$ cat src/rtl/raw10_pkg.sv
package raw10_pkg;

  typedef enum logic [1:0] {
    LANES_ONE  = 2'b00,
    LANES_TWO  = 2'b01,
    LANES_FOUR = 2'b10,
    LANES_ALT4 = 2'b11
  } lane_mode_e;

  function automatic int lanes_of(lane_mode_e m);
    case (m)
      LANES_ONE: return 1;
      LANES_TWO: return 2;
      default:   return 4;
    endcase
  endfunction

endpackage

$ cat src/rtl/raw10_group_splitter.sv
module raw10_group_splitter #(
  parameter int PIX_W  = 10,
  parameter int BYTE_W = 8,
  parameter int GROUP  = 4
) (
  input  logic              clk,
  input  logic              rst,
  input  logic              take,
  input  logic [PIX_W-1:0]  pix,
  input  logic              last,
  output logic [BYTE_W-1:0] up_byte,
  output logic [BYTE_W-1:0] low_byte,
  output logic              two_bytes
);
  localparam int LOW_W = PIX_W - BYTE_W;
  localparam int IDX_W = $clog2(GROUP);

  logic [IDX_W-1:0]  idx_q;
  logic [BYTE_W-1:0] low_q;
  logic [BYTE_W-1:0] low_ext;

  assign up_byte   = pix[PIX_W-1 -: BYTE_W];
  assign low_ext   = BYTE_W'(pix[LOW_W-1:0]);
  assign low_byte  = low_q | (low_ext << (LOW_W * int'(idx_q)));
  assign two_bytes = (int'(idx_q) == GROUP - 1) || last;

  always_ff @(posedge clk) begin
    if (rst) begin
      idx_q <= '0;
      low_q <= '0;
    end else if (take) begin
      if (two_bytes) begin
        idx_q <= '0;
        low_q <= '0;
      end else begin
        idx_q <= idx_q + 1'b1;
        low_q <= low_byte;
      end
    end
  end


  group_restart_chk: assert property (@(posedge clk) disable iff (rst)
    take && last |=> idx_q == '0 && low_q == '0);

endmodule

$ cat src/rtl/raw10_lane_accum.sv
module raw10_lane_accum #(
  parameter int BYTE_W    = 8,
  parameter int MAX_LANES = 4
) (
  input  logic                        clk,
  input  logic                        rst,
  input  logic [$clog2(MAX_LANES+2)-1:0] nl,
  input  logic                        take,
  input  logic [BYTE_W-1:0]           b0,
  input  logic [BYTE_W-1:0]           b1,
  input  logic                        two,
  input  logic                        last,
  output logic                        room,
  output logic                        out_valid,
  input  logic                        out_ready,
  output logic [BYTE_W*MAX_LANES-1:0] out_data,
  output logic [MAX_LANES-1:0]        out_be
);
  localparam int CNT_W  = $clog2(MAX_LANES + 2);
  localparam int DATA_W = BYTE_W * MAX_LANES;
  localparam int SLOTS  = MAX_LANES + 1;

  logic [BYTE_W-1:0] acc_q [SLOTS];
  logic [BYTE_W-1:0] comb  [SLOTS];
  logic [CNT_W-1:0]  fill_q, total;
  logic              flush_q, drain, slot_free;

  function automatic logic [DATA_W+MAX_LANES-1:0] make_beat(
      input logic [BYTE_W-1:0] arr [SLOTS], input int cnt);
    logic [DATA_W-1:0]    d;
    logic [MAX_LANES-1:0] e;
    d = '0;
    e = '0;
    for (int k = 0; k < MAX_LANES; k++) begin
      if (k < cnt) begin
        d[k*BYTE_W +: BYTE_W] = arr[k];
        e[k] = 1'b1;
      end
    end
    return {d, e};
  endfunction

  assign total     = fill_q + (two ? CNT_W'(2) : CNT_W'(1));
  assign drain     = (fill_q != '0) && ((fill_q >= nl) || flush_q);
  assign slot_free = !out_valid || out_ready;
  assign room      = slot_free && !drain;

  always_comb begin
    for (int i = 0; i < SLOTS; i++) begin
      if (i < int'(fill_q))       comb[i] = acc_q[i];
      else if (i == int'(fill_q)) comb[i] = b0;
      else if (i == int'(fill_q) + 1) comb[i] = two ? b1 : '0;
      else                        comb[i] = '0;
    end
  end

  always_ff @(posedge clk) begin
    if (rst) begin
      out_valid <= 1'b0;
      out_data  <= '0;
      out_be    <= '0;
      fill_q    <= '0;
      flush_q   <= 1'b0;
      for (int i = 0; i < SLOTS; i++) acc_q[i] <= '0;
    end else begin
      if (out_ready) out_valid <= 1'b0;
      if (slot_free && drain) begin
        {out_data, out_be} <= make_beat(acc_q, int'(fill_q));
        out_valid <= 1'b1;
        fill_q    <= '0;
        flush_q   <= 1'b0;
      end else if (take) begin
        if (total >= nl) begin
          {out_data, out_be} <= make_beat(comb, int'(nl));
          out_valid <= 1'b1;
          acc_q[0]  <= comb[nl];
          fill_q    <= total - nl;
          flush_q   <= last && (total != nl);
        end else if (last) begin
          {out_data, out_be} <= make_beat(comb, int'(total));
          out_valid <= 1'b1;
          fill_q    <= '0;
        end else begin
          for (int i = 0; i < SLOTS; i++) acc_q[i] <= comb[i];
          fill_q <= total;
        end
      end
    end
  end


  hold_stable_chk: assert property (@(posedge clk) disable iff (rst)
    out_valid && !out_ready |=> out_valid && $stable(out_data) && $stable(out_be));


  be_shape_chk: assert property (@(posedge clk) disable iff (rst)
    out_valid |-> out_be != '0 && ((out_be & (out_be + 1'b1)) == '0)
                  && $countones(out_be) <= int'(nl));


  stall_ready_chk: assert property (@(posedge clk) disable iff (rst)
    out_valid && !out_ready |-> !room);


  fill_bound_chk: assert property (@(posedge clk) disable iff (rst)
    fill_q <= nl);

endmodule

$ cat src/rtl/raw10_lane_packer.sv
module raw10_lane_packer #(
  parameter int PIX_W     = 10,
  parameter int BYTE_W    = 8,
  parameter int MAX_LANES = 4
) (
  input  logic                        clk,
  input  logic                        rst,
  input  logic [1:0]                  lane_sel,
  input  logic                        in_valid,
  output logic                        in_ready,
  input  logic [PIX_W-1:0]            in_pixel,
  input  logic                        in_last,
  output logic                        out_valid,
  input  logic                        out_ready,
  output logic [BYTE_W*MAX_LANES-1:0] out_data,
  output logic [MAX_LANES-1:0]        out_be
);
  localparam int CNT_W = $clog2(MAX_LANES + 2);

  logic [CNT_W-1:0]  nl;
  logic              take, two;
  logic [BYTE_W-1:0] up_b, low_b;

  assign nl   = CNT_W'(raw10_pkg::lanes_of(raw10_pkg::lane_mode_e'(lane_sel)));
  assign take = in_valid && in_ready;

  raw10_group_splitter #(.PIX_W(PIX_W), .BYTE_W(BYTE_W), .GROUP(4)) u_split (
    .clk(clk), .rst(rst), .take(take), .pix(in_pixel), .last(in_last),
    .up_byte(up_b), .low_byte(low_b), .two_bytes(two)
  );

  raw10_lane_accum #(.BYTE_W(BYTE_W), .MAX_LANES(MAX_LANES)) u_accum (
    .clk(clk), .rst(rst), .nl(nl), .take(take), .b0(up_b), .b1(low_b),
    .two(two), .last(in_last), .room(in_ready), .out_valid(out_valid),
    .out_ready(out_ready), .out_data(out_data), .out_be(out_be)
  );

endmodule

$ cat config.mk
export PLATFORM = sky130hd
export DESIGN_NAME = raw10_lane_packer
export DESIGN_NICKNAME = d
export VERILOG_FILES = /design/src/rtl/raw10_pkg.sv /design/src/rtl/raw10_group_splitter.sv /design/src/rtl/raw10_lane_accum.sv /design/src/rtl/raw10_lane_packer.sv
export SDC_FILE = /design/constraint.sdc
export NUM_CORES = 1
export LEC_CHECK = 0
export BUFFER_PORTS_ARGS = -buffer_cell sky130_fd_sc_hd__buf_2
export CAP_MARGIN = 10
export CORE_UTILIZATION = 53
export CTS_CLUSTER_DIAMETER = 200
export DETAILED_ROUTE_END_ITERATION = 12
export PLACE_DENSITY = 0.8
export SLEW_MARGIN = 30
export SYNTH_ARGS = -nofsm -noshare
export SYNTH_HDL_FRONTEND = slang
export SYNTH_SLANG_ARGS = --single-unit
$ cat constraint.sdc
create_clock -name clk -period 3.3 [get_ports clk]
set_input_delay 0.165 -clock clk [delete_from_list [all_inputs] [get_ports clk]]
set_output_delay 0.165 -clock clk [all_outputs]
set_load 0.05 [all_outputs]
# After elaboration in Yosys (flattened, before gate mapping)
# Index checks and enable logic that the tools add are counted.
# Widths: inputs -> output; s select.
word_totals:
  word_cells: 135
  output_inout_bits: 38
  reg_bits: 91
classes:
  n_mux: 64
  shift: 1
  magnitude_cmp: 16
  eq_ne: 12
  bitwise: 5
  reduce_logical: 21
  add_sub_neg: 4
ops:
  columns: ["cell", "n"]
  rows:
  - ["$mux 8", 32]
  - ["$mux 32", 4]
  - ["$eq 3x32->1 const A", 2]
  - ["$mux 40", 1]
  - ["$eq 2x32->1 const A", 1]
  - ["$eq 4x32->1 const A", 1]
  - ["$logic_not 32->1", 1]
  - ["$bmux 8 s3", 1]
  - ["$lt 1x3->1 const A", 6]
  - ["$lt 2x3->1 const A", 6]
  - ["$mux 1", 17]
  - ["$mux 4", 4]
  - ["$eq 3x3->1 const A", 3]
  - ["$or 8x8->8", 1]
  - ["$shl 2x3->8", 1]
  - ["$ge 3x3->1", 2]
  - ["$mux 3", 2]
  - ["$pmux 3 s2", 1]
  - ["$reduce_bool 3->1", 2]
  - ["$logic_and 1x1->1", 5]
  - ["$add 3x1->4 const B", 1]
  - ["$eq 2x1->1 const B", 2]
  - ["$ge 4x4->1 const B", 1]
  - ["$mux 2", 2]
  - ["other kinds (18)", 24]

# Depth between registers and ports, before layout
logic_depth:
  depth_word: 11
  ltp_mapped: 16
  mapped_depth_nobuf: 14

# Hierarchy
# Synthesis repeated with hierarchy kept, for this count alone.
unflattened:
  hier_cells: 672
  area_unflattened_um2: 5437.7
modules_own_cells:
  columns: ["module", "seq_area_each_um2", "instances", "cells_per_inst", "area_each_um2"]
  rows:
  - ["raw10_lane_accum", 1621.6, 1, 607, 4773.3]
  - ["raw10_group_splitter", 200.2, 1, 61, 644.4]
  - ["raw10_lane_packer", 0.0, 1, 4, 20.0]

# Worst setup path before layout
# OpenSTA, ideal clock, no wires.
synth_path:
  kind: "flip-flop to flip-flop"
  from: "register u_split.idx_q[0]"
  to: "register u_accum.out_data[0]"
  t_arrival_ns: 3.444
  path_stages_with_launch: 15
  period_less_slack_ns: 3.505
  setup_time_ns: 0.061
  path_slack_ns: -0.205
  cell_sequence: "dfxtp_1 -> ha_1 -> or2_2 -> inv_1 -> ha_1 -> inv_1 -> fa_1 -> inv_1 -> ha_1 -> a311oi_4 -> o21ai_2 -> and2_1 -> buf_6 -> nor3_4 -> a221o_1"
synth_via:
  elab_chain_len: 11
synth_rtl:
  columns: ["item", "line_no", "source"]
  rows:
  - ["from (decl)", "raw10_group_splitter.sv:18", "logic [IDX_W-1:0] idx_q;"]
  - ["from (signal assigned)", "raw10_group_splitter.sv:36", "idx_q <= idx_q + 1'b1;"]
  - ["parallel branches: the longest is 11 deep, another holds $add 3x3->3", null, null]
  - ["to (signal assigned)", "raw10_lane_accum.sv:68", "{out_data, out_be} <= make_beat(acc_q, int'(fill_q));"]
  - ["to (signal assigned)", "raw10_lane_accum.sv:74", "{out_data, out_be} <= make_beat(comb, int'(nl));"]
  - ["to (signal assigned)", "raw10_lane_accum.sv:80", "{out_data, out_be} <= make_beat(comb, int'(total));"]
  - ["to (decl)", "raw10_lane_accum.sv:16", "output logic [BYTE_W*MAX_LANES-1:0] out_data,"]
# Parallel ways; which one is timed is not known. The select of a mux whose other input is x is not followed.
# A chain may end at the register's enable or synchronous reset.

# Final worst setup path
layout_path:
  from: "register u_split.idx_q[1]"
  to: "register u_accum.acc_q[14] in the netlist's numbering"
layout_via:
  elab_chain_len: 7
layout_rtl:
  columns: ["item", "line_no", "source"]
  rows:
  - ["$eq 2x1->1", "raw10_group_splitter.sv:25", "assign two_bytes = (int'(idx_q) == GROUP - 1) || last;"]
  - ["$logic_or 1x1->1", "raw10_group_splitter.sv:25", null]
  - ["$mux 2", "raw10_lane_accum.sv:43", "assign total = fill_q + (two ? CNT_W'(2) : CNT_W'(1));"]
  - ["$add 3x3->3", "raw10_lane_accum.sv:43", null]
  - ["$ge 3x3->1", "raw10_lane_accum.sv:73", "if (total >= nl) begin"]
  - ["$not 1->1 (no line)", null, null]
  - ["$reduce_and 4->1 (no line)", null, null]
  - ["to (decl)", "raw10_lane_accum.sv:23", "logic [BYTE_W-1:0] acc_q [SLOTS];"]
# Several ways; a longest one is shown, not always the timed one.

==> flow_summary.ini <==
[cts]
clock_path_buffers = 2
cts_made_buffers = 9
tritoncts = built
clk-insertion-delay-late_ns = 0.36
hold_buffers = 0
cts-root-buf = clkbuf_8
clkSlewWorstSetupHoldPaths_ns = 0.10
cts_num_sinks = 91
h-tree-depth = 3

[synthesis]
synth_top_cells_by_count = dfxtp_1, nor2_1, nor3_1, clkbuf_1, a211oi_1
synth-main-ff-cell = dfxtp_1
synth.distinct_cells = 56
synth_area_per_cell_um2 = 8.305
ys_async_sr_fraction = 0
synth_area_leader_cell = dfxtp_1
synth_edf_count = 0
netlist.area_leader.share = 0.3769
ys_seq_area_frac = 0.3769
syn_nets = 609
syn-instance-count = 582
yosys_warnings = 0
synth_area_um2 = 4833
synth_seq_cells = 91
synth_area_leaders = dfxtp_1, nor3_1, nor2_1
yosysMostFrequentCell = dfxtp_1

[global_routing]
grt.overflow.total = 0
grt_pass1_wl_um = 24580
grt_pass1_vias = 4714
antenna_found_initial = 0
grt_use_total = 0.3248
grt_max_degree = 49

[setup_path]
critPathRequiredTime_ns = 3.50
cp-end-kind = flop
timing.rr.start = u_split.idx_q[1]
worstSetupStartpointType = flop
rr_worst_depth = 16
r2r_slack_ns = 0.09
arrival_ns = 3.42
regToRegEndpoint = u_accum.acc_q[14]
crit_type = flop to flop
path_max_fanout = 6

[place]
gp_congestion = 0.9655
io_buffers = 54
dpl.hpwl_um = 11180

[timing]
max_freq_mhz = 311.1
slew_headroom = 0.3632
finClkSkew_ns = 0.01005
hold_viol_final = 0
rsz0062_at_grt = true
setup_viol = 0
drv_slew = 0
period_needed_ns = 3.215
post-route-period-util = 0.9741
setup_tns_ns = 0
worst_slew_pin_slew_ns = 0.9489

[cells_and_area]
areaGrowthSynthToFinish_pct = 19.54
drive_gt1_frac = 0.2283
fin_nets = 666
post-route-util = 0.6593
antenna_cells = 0

[route]
drc = 0
wire_per_inst_um = 21.60
drt.antenna.violating_nets = 0
drt_wl_total_um = 16240
drt_pass1_iterations = 6
routed_via_density = 6.867
first_iter_violations = 606
vias = 5164

[job]
drv_cap = 0

[die]
die_y_um = 97.50
initial_core_util = 0.5515
die_x_um = 97.50
die_area_um2 = 9505
io-pin-count = 55
core-area_um2 = 8763
rows = 34

[power_and_ir_drop]
power_density_nw_per_um2 = 1167
total_power_mw = 6.740
ir_drop_mv = 0.4301
power_leakage_nw = 2.258

[hold_path]
min_path_cells = 3
hold_path_startpoint = in_pixel[0]
hold_end = u_split.low_q[2]
hold_path.class = input pin to flop

[status]
status = complete, no violations
-- repair_timing --
item	4_1_cts	5_1_grt
endpoints found under the setup margin	10	74
pin swaps	0	15
gates resized for setup	3	17
buffers inserted	0	3
cloned	0	6
-- per-layer routing --
| layer | GRT usage | share of wire | vias to the layer above |
|---|---|---|---|
| li1 | - | - | 2345 |
| met1 | 0.4438 | 0.41 | 2431 |
| met2 | 0.5019 | 0.45 | 331 |
| met3 | 0.07410 | 0.11 | 57 |
| met4 | 0.1154 | 0.027 | 0 |
| met5 | 0 | 0 | - |
-- report_power, final --
group,total (mW),internal (mW),switching [mW]
clock network,0.780,0.356,0.424
logic,4.29,1.44,2.85
registers,1.67,1.45,0.221
-- worst max-delay path: stages, from the launching register on --
cell	delay [ns]
dfxtp_2	0.33
ha_2	0.17
or2_4	0.26
inv_4	0.07
ha_1	0.13
inv_1	0.04
fa_2	0.53
inv_2	0.05
ha_4	0.24
a311oi_4	0.32
o21ai_2	0.11
buf_6	0.15
nor2_4	0.14
buf_12	0.15
buf_4	0.13
clkbuf_16	0.14
a211oi_1	0.07
-- sequential cells by signal, summed over array words and instances, names as in the netlist --
register	flops
u_accum.acc_q	40
u_accum.out_data	32
u_split.low_q	8
u_accum.out_be	4
u_accum.fill_q	3
u_split.idx_q	2
u_accum.flush_q	1
u_accum.out_valid	1
-- logic make-up (layout without fill, tap and decap cells) --
| logic type | after synthesis | after routing | synth area share |
|---|---|---|---|
| AOI/OAI and AO/OA | 181 | 181 | 0.2816 |
| xor gates and xnor gates | 2 | 2 | 0.005179 |
| adders and majority gates | 10 | 10 | 0.02899 |
| buffers and inverters | 51 | 113 | 0.04582 |
| DFF | 91 | 91 | 0.3769 |
| muxes | 18 | 18 | 0.03728 |
| and+or+nand+nor | 229 | 229 | 0.2242 |
-- metrics by stage --
step / cell area [um2] / hold WS [ns] / instances / worst slack, ns
2_1_floorplan: 4878 / 0.3118 / 582 / 0.006078
3_3_place_gp: 5323 / 0.4435 / 727 / -0.04501
3_5_place_dp: 5323 / 0.4492 / 727 / -0.1115
4_1_cts: 5533 / 0.1368 / 743 / 0.007501
5_1_grt: 5778 / 0.1599 / 752 / -0.03553
6_report: 5778 / 0.1383 / 752 / 0.08542
-- how the worst max path moves through the flow --
stage / from / endpoint / cells past startpoint
after floorplan: u_split.idx_q[1] / u_accum.out_data[0] / 15
after global placement: u_split.idx_q[1] / u_accum.acc_q[37] / 15
after detailed placement: u_split.idx_q[1] / u_accum.acc_q[32] / 15
after CTS: u_split.idx_q[1] / u_accum.out_data[5] / 15
after global routing: u_split.idx_q[1] / u_accum.out_data[26] / 14
final: u_split.idx_q[1] / u_accum.acc_q[14] / 16
-- area by class of cell --
class,count,area (um2)
clock buffers,9,123.9
clock inverters,7,75.07
fillers,759,2985
inverters,11,43.79
multi-input cells,440,2930
flip-flops and latches,91,1824
well taps,108,135.1
repair buffers,86,645.6
-- cell usage in the layout (no fill, tap or decap), drive strengths merged, types with 10 or more instances in the layout --
master and n:
nor3 86, a211oi 27, nor2 88, nand2 23, a31oi 10, clkbuf 13
a21oi 23, mux2i 18, a222oi 16, o22ai 17, dfxtp 91, o21ai 21
buf 82, inv 13
No activity file was read; power rests on OpenSTA's default activity.
